===== src/rtl/fcwd_pkg.sv =====
package fcwd_pkg;
    localparam int DATA_W = 8;
    localparam int ADDR_W = 2;
    localparam int TO_W   = 5;
    localparam int UNIT_W = TO_W + 1;

    typedef enum logic [ADDR_W-1:0] {
        REG_FSEL  = 2'd0,
        REG_RECOV = 2'd1,
        REG_CTRL  = 2'd2,
        REG_TMO   = 2'd3
    } reg_addr_e;

    localparam int CB_EN   = 0;
    localparam int CB_PRE  = 1;
    localparam int CB_RTO  = 2;
    localparam int CB_RCHG = 3;
    localparam int CB_STAT = 7;

    typedef struct packed {
        logic rst_chg;
        logic rst_to;
        logic pre_long;
        logic wd_en;
    } ctrl_t;

    typedef enum logic { CD_IDLE = 1'b0, CD_RUN = 1'b1 } cd_state_e;
    typedef enum logic { MODE_NORMAL = 1'b0, MODE_RECOVERY = 1'b1 } mode_e;

    function automatic logic [UNIT_W-1:0] units_of(input logic [TO_W-1:0] v);
        if (v == '0)
            return UNIT_W'(1 << TO_W);
        return {1'b0, v};
    endfunction

    function automatic ctrl_t ctrl_decode(input logic [DATA_W-1:0] b);
        ctrl_t c;
        c.wd_en    = b[CB_EN];
        c.pre_long = b[CB_PRE];
        c.rst_to   = b[CB_RTO];
        c.rst_chg  = b[CB_RCHG];
        return c;
    endfunction

    function automatic logic [DATA_W-1:0] ctrl_encode(input ctrl_t c, input logic stat);
        logic [DATA_W-1:0] b;
        b          = '0;
        b[CB_EN]   = c.wd_en;
        b[CB_PRE]  = c.pre_long;
        b[CB_RTO]  = c.rst_to;
        b[CB_RCHG] = c.rst_chg;
        b[CB_STAT] = stat;
        return b;
    endfunction
endpackage


===== src/rtl/fcwd_prescaler.sv =====
module fcwd_prescaler #(
    parameter int SHORT_DIV = 150000,
    parameter int LONG_DIV  = 2500000
) (
    input  logic clk,
    input  logic rst,
    input  logic run,
    input  logic restart,
    input  logic pre_long,
    output logic tick
);
    localparam int MAXD = (LONG_DIV > SHORT_DIV) ? LONG_DIV : SHORT_DIV;
    localparam int CW   = $clog2(MAXD + 1);

    logic [CW-1:0] cnt;
    logic [CW-1:0] limit;

    always_comb begin
        limit = pre_long ? CW'(LONG_DIV - 1) : CW'(SHORT_DIV - 1);
        tick  = run && (cnt >= limit);
    end

    always_ff @(posedge clk) begin
        if (rst || !run || restart)
            cnt <= '0;
        else if (tick)
            cnt <= '0;
        else
            cnt <= cnt + 1'b1;
    end

    generate
        if (SHORT_DIV > 1 && LONG_DIV > 1) begin : g_gap

            tick_gap_chk: assert property (@(posedge clk) disable iff (rst)
                tick |=> !tick);
        end
    endgenerate
endmodule


===== src/rtl/fcwd_countdown.sv =====
module fcwd_countdown
    import fcwd_pkg::*;
(
    input  logic              clk,
    input  logic              rst,
    input  logic              stop,
    input  logic              start,
    input  logic              tick,
    input  logic [UNIT_W-1:0] units,
    output logic              running,
    output logic              expire
);
    cd_state_e         state;
    logic [UNIT_W-1:0] remain;

    always_comb begin
        running = (state == CD_RUN);
        expire  = running && tick && (remain == UNIT_W'(1)) && !stop && !start;
    end

    always_ff @(posedge clk) begin
        if (rst) begin
            state  <= CD_IDLE;
            remain <= '0;
        end else if (stop) begin
            state  <= CD_IDLE;
            remain <= units;
        end else if (start) begin
            state  <= CD_RUN;
            remain <= units;
        end else if (expire) begin
            state  <= CD_IDLE;
            remain <= units;
        end else if (running && tick) begin
            remain <= remain - 1'b1;
        end
    end


    restart_load_chk: assert property (@(posedge clk) disable iff (rst)
        (start && !stop) |=> (state == CD_RUN) && (remain == $past(units)));


    run_nonzero_chk: assert property (@(posedge clk) disable iff (rst)
        running |-> (remain != '0) && (remain <= UNIT_W'(1 << TO_W)));
endmodule


===== src/rtl/fcwd_rst_pulse.sv =====
module fcwd_rst_pulse #(
    parameter int WIDTH = 8
) (
    input  logic clk,
    input  logic rst,
    input  logic start,
    output logic pulse_o
);
    localparam int CW = $clog2(WIDTH + 1);

    logic [CW-1:0] cnt;

    always_ff @(posedge clk) begin
        if (rst)
            cnt <= '0;
        else if (start)
            cnt <= CW'(WIDTH);
        else if (cnt != '0)
            cnt <= cnt - 1'b1;
    end

    assign pulse_o = (cnt != '0);


    pulse_end_chk: assert property (@(posedge clk) disable iff (rst)
        (cnt == CW'(1) && !start) |=> !pulse_o);


    pulse_begin_chk: assert property (@(posedge clk) disable iff (rst)
        start |=> pulse_o);
endmodule


===== src/rtl/freq_watchdog.sv =====
module freq_watchdog
    import fcwd_pkg::*;
#(
    parameter int SEL_W     = 5,
    parameter int RESET_SEL = 0,
    parameter int SHORT_DIV = 150000,
    parameter int LONG_DIV  = 2500000,
    parameter int RST_WIDTH = 8
) (
    input  logic              clk,
    input  logic              rst,
    input  logic              wr_en,
    input  logic [ADDR_W-1:0] wr_addr,
    input  logic [DATA_W-1:0] wr_data,
    input  logic [ADDR_W-1:0] rd_addr,
    output logic [DATA_W-1:0] rd_data,
    output logic [SEL_W-1:0]  freq_sel_o,
    output logic              recovery_o,
    output logic              sys_rst_o
);
    logic [SEL_W-1:0] fsel_q;
    logic [SEL_W-1:0] rec_sel_q;
    ctrl_t            ctrl_q;
    logic [TO_W-1:0]  tmo_q;
    logic             status_q;
    mode_e            mode;

    logic wr_fsel, wr_recov, wr_ctrl, wr_tmo;
    logic accept_chg, disable_wr, cd_start;
    logic tick, running, expire, pulse_start;
    logic [UNIT_W-1:0] units;

    always_comb begin
        wr_fsel     = wr_en && (wr_addr == REG_FSEL);
        wr_recov    = wr_en && (wr_addr == REG_RECOV);
        wr_ctrl     = wr_en && (wr_addr == REG_CTRL);
        wr_tmo      = wr_en && (wr_addr == REG_TMO);
        accept_chg  = wr_fsel && (mode == MODE_NORMAL);
        disable_wr  = wr_ctrl && !wr_data[CB_EN];
        cd_start    = accept_chg && ctrl_q.wd_en;
        units       = units_of(tmo_q);
        pulse_start = (accept_chg && ctrl_q.rst_chg) || (expire && ctrl_q.rst_to);
    end

    fcwd_prescaler #(
        .SHORT_DIV (SHORT_DIV),
        .LONG_DIV  (LONG_DIV)
    ) u_presc (
        .clk      (clk),
        .rst      (rst),
        .run      (running),
        .restart  (cd_start),
        .pre_long (ctrl_q.pre_long),
        .tick     (tick)
    );

    fcwd_countdown u_count (
        .clk     (clk),
        .rst     (rst),
        .stop    (disable_wr),
        .start   (cd_start),
        .tick    (tick),
        .units   (units),
        .running (running),
        .expire  (expire)
    );

    fcwd_rst_pulse #(
        .WIDTH (RST_WIDTH)
    ) u_pulse (
        .clk     (clk),
        .rst     (rst),
        .start   (pulse_start),
        .pulse_o (sys_rst_o)
    );

    always_ff @(posedge clk) begin
        if (rst) begin
            fsel_q    <= SEL_W'(RESET_SEL);
            rec_sel_q <= '0;
            ctrl_q    <= '0;
            tmo_q     <= '0;
            status_q  <= 1'b0;
            mode      <= MODE_NORMAL;
        end else begin
            if (expire)
                fsel_q <= rec_sel_q;
            else if (accept_chg)
                fsel_q <= wr_data[SEL_W-1:0];

            if (wr_recov)
                rec_sel_q <= wr_data[SEL_W-1:0];
            if (wr_ctrl)
                ctrl_q <= ctrl_decode(wr_data);
            if (wr_tmo)
                tmo_q <= wr_data[TO_W-1:0];

            if (expire)
                status_q <= 1'b1;
            else if (wr_ctrl && wr_data[CB_STAT])
                status_q <= 1'b0;

            if (disable_wr)
                mode <= MODE_NORMAL;
            else if (expire)
                mode <= MODE_RECOVERY;
        end
    end

    always_comb begin
        rd_data = '0;
        case (rd_addr)
            REG_FSEL:  rd_data[SEL_W-1:0] = fsel_q;
            REG_RECOV: rd_data[SEL_W-1:0] = rec_sel_q;
            REG_CTRL:  rd_data = ctrl_encode(ctrl_q, status_q);
            REG_TMO:   rd_data[TO_W-1:0] = tmo_q;
            default:   rd_data = '0;
        endcase
    end

    assign freq_sel_o = fsel_q;
    assign recovery_o = (mode == MODE_RECOVERY);


    lock_hold_chk: assert property (@(posedge clk) disable iff (rst)
        (recovery_o && !wr_ctrl) |=> $stable(freq_sel_o));


    recov_load_chk: assert property (@(posedge clk) disable iff (rst)
        $rose(recovery_o) |-> (freq_sel_o == $past(rec_sel_q)));


    stat_set_chk: assert property (@(posedge clk) disable iff (rst)
        expire |=> status_q);


    unlock_chk: assert property (@(posedge clk) disable iff (rst)
        disable_wr |=> !recovery_o);


    chg_pulse_chk: assert property (@(posedge clk) disable iff (rst)
        (accept_chg && ctrl_q.rst_chg) |=> sys_rst_o);
endmodule


===== config.mk =====
export PLATFORM = sky130hd
export DESIGN_NAME = freq_watchdog
export DESIGN_NICKNAME = d
export VERILOG_FILES = /design/src/rtl/fcwd_pkg.sv /design/src/rtl/fcwd_prescaler.sv /design/src/rtl/fcwd_countdown.sv /design/src/rtl/fcwd_rst_pulse.sv /design/src/rtl/freq_watchdog.sv
export SDC_FILE = /design/constraint.sdc
export NUM_CORES = 1
export LEC_CHECK = 0
export ABC_AREA = 1
export BUFFER_PORTS_ARGS = -buffer_cell sky130_fd_sc_hd__buf_2
export CAP_MARGIN = 20
export CELL_PAD_IN_SITES_DETAIL_PLACEMENT = 0
export CELL_PAD_IN_SITES_GLOBAL_PLACEMENT = 1
export CORE_AREA = 2 2 97 99
export DETAILED_ROUTE_END_ITERATION = 8
export DIE_AREA = 0 0 99 101
export GPL_ROUTABILITY_DRIVEN = 0
export GPL_TIMING_DRIVEN = 0
export PLACE_DENSITY_LB_ADDON = 0.1
export SETUP_SLACK_MARGIN = 0.4
export SLEW_MARGIN = 20
export SYNTH_ARGS = -nofsm -noshare
export SYNTH_HDL_FRONTEND = slang
export SYNTH_HIERARCHICAL = 1
export SYNTH_SLANG_ARGS = --single-unit

===== constraint.sdc =====
create_clock -name clk -period 2.75 [get_ports clk]
set_input_delay 0.55 -clock clk [delete_from_list [all_inputs] [get_ports clk]]
set_output_delay 0.55 -clock clk [all_outputs]
set_load 0.01 [all_outputs]

**Yosys cells after proc, flatten, opt, wreduce, memory -nomap -nowiden**

Index checks and enable logic that the tools add are counted.

- Register bits after elaboration: 54
- Latch bits: 0
- RAM bits: 0
- Memory bits (read-only): 0
- Input bits: 15
- Output and inout port bits: 15
- Logic and storage cells: 78
- Memories: 0

- Add/sub/neg operators: 3
- Multiply operators: 0
- Divide/modulo/power cells: 0
- Order comparisons: 1
- Equality and inequality tests: 7
- Shifts and indexed selects: 0
- Muxes and demuxes: 18
- Bitwise gates (word level): 1
- Reduce and logical (&&, ||, !) cells: 34

Operator list:

| cell | count |
|---|---|
| two-way mux 6 bit | 6 |
| adder 22 x 1 -> 22 bit, second input constant | 1 |
| greater-or-equal comparator 22 bit | 1 |
| two-way mux 22 bit | 1 |
| one-hot mux 5 bit (4 select lines) | 1 |
| logical AND 1 bit | 15 |
| two-way mux 5 bit | 2 |
| equality test 2 bit, second input constant | 4 |
| two-way mux 4 bit | 2 |
| nonzero test 2 bit | 4 |
| nonzero test 4 bit | 2 |
| equality test 6 x 1 -> 1 bit, second input constant | 1 |
| OR reduction 2 bit | 3 |
| subtractor 6 x 1 -> 6 bit, second input constant | 1 |
| logical NOT 5 bit | 1 |
| two-way mux 1 bit | 5 |
| equality test 2 x 1 -> 1 bit, second input constant | 2 |
| logical NOT 1 bit | 4 |
| logical NOT 2 bit | 2 |
| subtractor 4 x 1 -> 4 bit, second input constant | 1 |
| logical OR 1 bit | 3 |
| two-way mux 3 bit | 1 |
| NOT 1 bit | 1 |

**Longest topological paths before layout**

- Depth after elaboration: 10
- Mapped depth: 21
- Depth with buffers taken out: 20

**By module**

Netlist, hierarchy kept.

Modules (own cells, without submodules):

| module | instances | cells an instance | area an instance (µm²) | sequential area each (µm²) |
|---|---|---|---|---|
| fcwd_prescaler | 1 | 217 | 1432.6 | 440.4 |
| freq_watchdog | 1 | 171 | 1103.6 | 420.4 |
| fcwd_countdown | 1 | 84 | 531.8 | 140.1 |
| fcwd_rst_pulse | 1 | 33 | 226.5 | 80.1 |

**Least setup slack after synthesis**

OpenSTA, ideal clock, no wires.

- Path kind: flip-flop to flip-flop
- From: register ctrl_q[1] (netlist name)
- To: register fsel_q[0] (netlist: freq_sel_o[0])
- Setup time: 115 ps
- Arrival: 2442 ps
- Required time: 2635 ps
- Slack: 193 ps
- Cell stages (with the launch flop): 20
- Path buffers: 2
- Cells stage by stage: dfxtp_1 > inv_1 > ha_1 > nand2_1 > inv_1 > nand2_1 > nor2_1 > nand3_1 > nand3_1 > nand2_1 > inv_1 > nand2_1 > nor2_2 > nand2_4 > nor2_1 > buf_2 > inv_1 > buf_4 > a21oi_1 > nor2_1

- Word-level cells in the longest chain between the ends: 8
- Elaborated cells between the ends (all ways): 9

RTL lines:

| item | RTL line | source |
|---|---|---|
| start: declaration | freq_watchdog.sv:23 | `ctrl_t ctrl_q;` |
| start signal: assignment | freq_watchdog.sv:94 | `ctrl_q <= ctrl_decode(wr_data);` |
| two-way mux 22 bit * | fcwd_prescaler.sv:19 | `limit = pre_long ? CW'(LONG_DIV - 1) : CW'(SHORT_DIV - 1);` |
| greater-or-equal comparator 22 bit * | fcwd_prescaler.sv:20 | `tick = run && (cnt >= limit);` |
| logical AND 1 bit * | fcwd_prescaler.sv:20 |  |
| via tick | freq_watchdog.sv:30 | `logic tick, running, expire, pulse_start;` |
| logical AND 1 bit * (4 in series) | fcwd_countdown.sv:18 | `expire = running && tick && (remain == UNIT_W'(1)) && !stop && !start;` |
| via expire | freq_watchdog.sv:30 |  |
| two-way mux 5 bit / nonzero test 2 bit (equally long branches) | - |  |
| end signal: assignment | freq_watchdog.sv:79 | `fsel_q <= SEL_W'(RESET_SEL);` |
| end signal: assignment | freq_watchdog.sv:87 | `fsel_q <= rec_sel_q;` |
| end signal: assignment | freq_watchdog.sv:89 | `fsel_q <= wr_data[SEL_W-1:0];` |
| end: declaration | freq_watchdog.sv:21 | `logic [SEL_W-1:0] fsel_q;` |

Mark *: on every way through the listed nets, which the timed path passes. The rest lies on a longest branch.
A chain may end at the register's enable or synchronous reset.

**Worst setup path in the final report**

- From: register ctrl_q[1] (netlist name)
- To: register u_presc.cnt[9]

- Word-level cells in the longest chain between the ends: 4

RTL lines:

| item | RTL line | source |
|---|---|---|
| two-way mux 22 bit | fcwd_prescaler.sv:19 |  |
| greater-or-equal comparator 22 bit | fcwd_prescaler.sv:20 |  |
| logical AND 1 bit | fcwd_prescaler.sv:20 |  |
| OR reduction 2 bit (no line) | - |  |
| end signal: assignment | fcwd_prescaler.sv:29 | `cnt <= cnt + 1'b1;` |
| end: declaration | fcwd_prescaler.sv:15 | `logic [CW-1:0] cnt;` |

Every way passes these cells.

==> metrics <==
outcome=finished clean; layout cell share with drive strength beyond 1=23.7%; Synth cell types=33; die width=99 um; kind of critical path=reg -> reg; htree depth=2; port bufs=24; Core Region=approximately 9000 um2; Worst Path Buf+Inv=9; die area=10000 um2; initial antenna violation count=0; pwr/cell area=416 nW/um2; commonest non-fill, non-tap cell in the layout=nand2_1; drt initial violations=75; final WL=8490 um; WP depth=16; # hold bufs at CTS=0; DRC=0; R2R Path Start=ctrl_q[1]; commonest cells after routing, fill and taps aside=121 x nand2_1, 82 x nor2_1, 57 x inv_1, 53 x dfxtp_1, 29 x nand3_1; worst reg2reg setup slack=0.41 ns; clock latency at the later pin of the worst-skew pair=0.31 ns; Hold Crit Class=reg -> reg; Num CTS Buffers=5; Placed Cells=about 640; Worst-path clk slew=about 0.10 ns; ant diodes=0; fin nets=589; Crit Path Max Fanout=5; Layout area overhead=23.9%; pin count of the biggest net entering global routing=17; Final period util=85.1%; Seq cells post-synth=54; worst setup path startpoint=ctrl_q[1]; Clock Sinks=54; Startpoint Class=flop; critical path, cell by cell=buf_6 > ha_4 > inv_2 > nor2_1 > nand2_1 > nor2_4 > nand3_2 > buf_4 > buf_4 > buf_4 > buf_4 > buf_4 > buf_4 > nand4_4 > buf_6 > nor2_1; CP Capture Type=flop; Worst EP required=2.96 ns; Critical Path Sink=u_presc/cnt[9]; Fin. Hold Viols=0; Worst Skew=0.00779 ns; most numerous cell on the critical path=buf_4; RSZ-0062 raised after global routing=true; Worst Tran Pin Value=0.520 ns; vias in the first global route=3247; min Tclk post-route=around 2.3 ns; Rows=35; CTS tree=yes; I/O pin cnt=30; CP max stage delay=0.38 ns; wire length per cell=12.6 um; total of max-cap violations=0; Via Count=~3200; fin. max-slew vios=0; Worst EP arrival=between 2 and 3 ns; share of the yosys chip area belonging to registers=32.8%; Rel. slew slack=65.2%; drt pass-1 iters=4; pre-CTS worst setup slack=-0.109 ns; Slowest cell on crit path=dfxtp_4; via/cell ratio=4.72; YS warnings=6; Post-DRT Antenna Nets=0; top cells by area, synth=dfxtp_1 33%, nand2_1 15%, nor2_1 9.8%; Max Freq=427 MHz; worst flop-to-flop path endpoint=u_presc/cnt[9]; Finish-stage setup viols=0; Layout Cells excl Fill=672; cell taking the most area after synthesis=dfxtp_1; total gr overflow=0; Die Y=~100 um; CTS root buf=clkbuf_8; top cell type's share of synthesized area=32.8%; Mapped Avg Cell Area=about 6.5 um2; Top delay family on crit path=buffers and inverters; worst-case reg-to-reg path depth=16; Final Hold Slack=0.471 ns; leakage=between 1.5 and 2 nW; Post-DP HPWL=between 6000 and 7000 um; Overall Global Routing Usage=18.3%; Syn Inst Count=505; Initial Utilization=36.7%; post-synthesis instance area=3290 um2; slack of the critical path=0.410 ns; first-pass GRT wire length=14700 um; clk buf depth=2; Max VDD drop=0.305 mV
==> worst min path at each step <==
stage	startpoint	to	slack, ns	cells after the start
5_1_grt	u_presc/cnt[0]	u_presc/cnt[0]	0.50	1
3_5_place_dp	u_presc/cnt[0]	u_presc/cnt[0]	0.46	1
6_report	status_q	status_q	0.47	2
3_3_place_gp	u_presc/cnt[0]	u_presc/cnt[0]	0.44	1
2_1_floorplan	status_q	status_q	0.43	2
4_1_cts	status_q	status_q	0.47	2
==> what timing repair did <==
| action | 4_1_cts | 5_1_grt |
|---|---|---|
| endpoints found under the setup margin | 17 | 38 |
| gates cloned | 1 | 3 |
| resized for setup | 44 | 18 |
| setup buffers | 18 | 1 |
| pin swaps | 22 | 11 |
==> metal layers <==
layer  GRT usage (%)  wire length [um]  vias up
met4            4.53               102        0
li1                -                 -     1689
met5               0                 0        -
met2            34.9              4430       24
met3            2.91               172        9
met1            21.2              3790     1450
==> kinds of logic after synthesis <==
| logic type | after synthesis | share of synthesized area (%) |
|---|---|---|
| other cells | 1 | 0.114 |
| xor+xnor | 16 | 4.25 |
| buf+inv | 78 | 10.0 |
| fa+ha+maj | 14 | 5.32 |
| simple gates | 298 | 40.5 |
| flops | 54 | 32.8 |
| compound gates | 44 | 6.99 |
==> area by class of cell <==
type | instances | area, um2
fillers | 990 | 4900
multi-input cells | 374 | 2060
flip-flops and latches | 54 | 1080
repair buffers | 47 | 343
inverters | 63 | 246
well taps | 111 | 139
plain buffers | 15 | 115
clock buffers | 6 | 82.6
clock inverters | 2 | 12.5
==> worst register-to-register path, stage by stage (launching register included) <==
cell	delay, ns
dfxtp_4	0.38
buf_6	0.14
ha_4	0.26
inv_2	0.03
nor2_1	0.07
nand2_1	0.09
nor2_4	0.13
nand3_2	0.09
buf_4	0.14
buf_4	0.12
buf_4	0.12
buf_4	0.12
buf_4	0.12
buf_4	0.13
nand4_4	0.12
buf_6	0.15
nor2_1	0.04
==> synth_stat cells <==
master      n
nand2_1   136
nor2_1     86
inv_1      60
dfxtp_1    54
nand3_1    31
a21oi_1    24
o21ai_0    16
ha_1       14
nand4_1    10
xor2_1     10
nand2_2     8
nand3_2     6
xnor2_1     6
buf_4       5
clkbuf_1    5
nor2_2      4
buf_2       3
inv_2       3
nand3b_1    3
nor2_4      3
nor3_1      3
a21oi_2     2
buf_6       2
nand2_4     2
and3_1      1
conb_1      1
nand3b_2    1
nand4_2     1
nor3_2      1
nor3b_1     1
o211ai_1    1
o21ai_1     1
or2_2       1
==> stage by stage <==
step	power, W	TNS (ns)	instance area (um2)	util (%)
detailed placement	0.00121	-0.554	3560	39.7
floorplan	0.00112	0	3300	-
global placement	0.00120	-0.286	3560	39.7
global route	0.00181	0	4080	45.5
finish	0.00170	0	4080	45.5
CTS	0.00171	0	3990	44.5
==> sequential cells by signal, indices dropped and copies added (netlist names) <==
| name | cells |
|---|---|
| ctrl_q | 4 |
| freq_sel_o | 5 |
| rec_sel_q | 5 |
| recovery_o | 1 |
| status_q | 1 |
| tmo_q | 5 |
| u_count/remain | 6 |
| u_count/running | 1 |
| u_presc/cnt | 22 |
| u_pulse/cnt | 4 |
==> where the power goes <==
group | total, W | switching [W] | internal, W | leakage, nW
sequential | 0.000859 | 0.0000340 | 0.000825 | 0.439
combinational | 0.000359 | 0.000218 | 0.000141 | 1.28
clock | 0.000480 | 0.000276 | 0.000203 | 0.0472
Power figures use the tool's default switching activity.
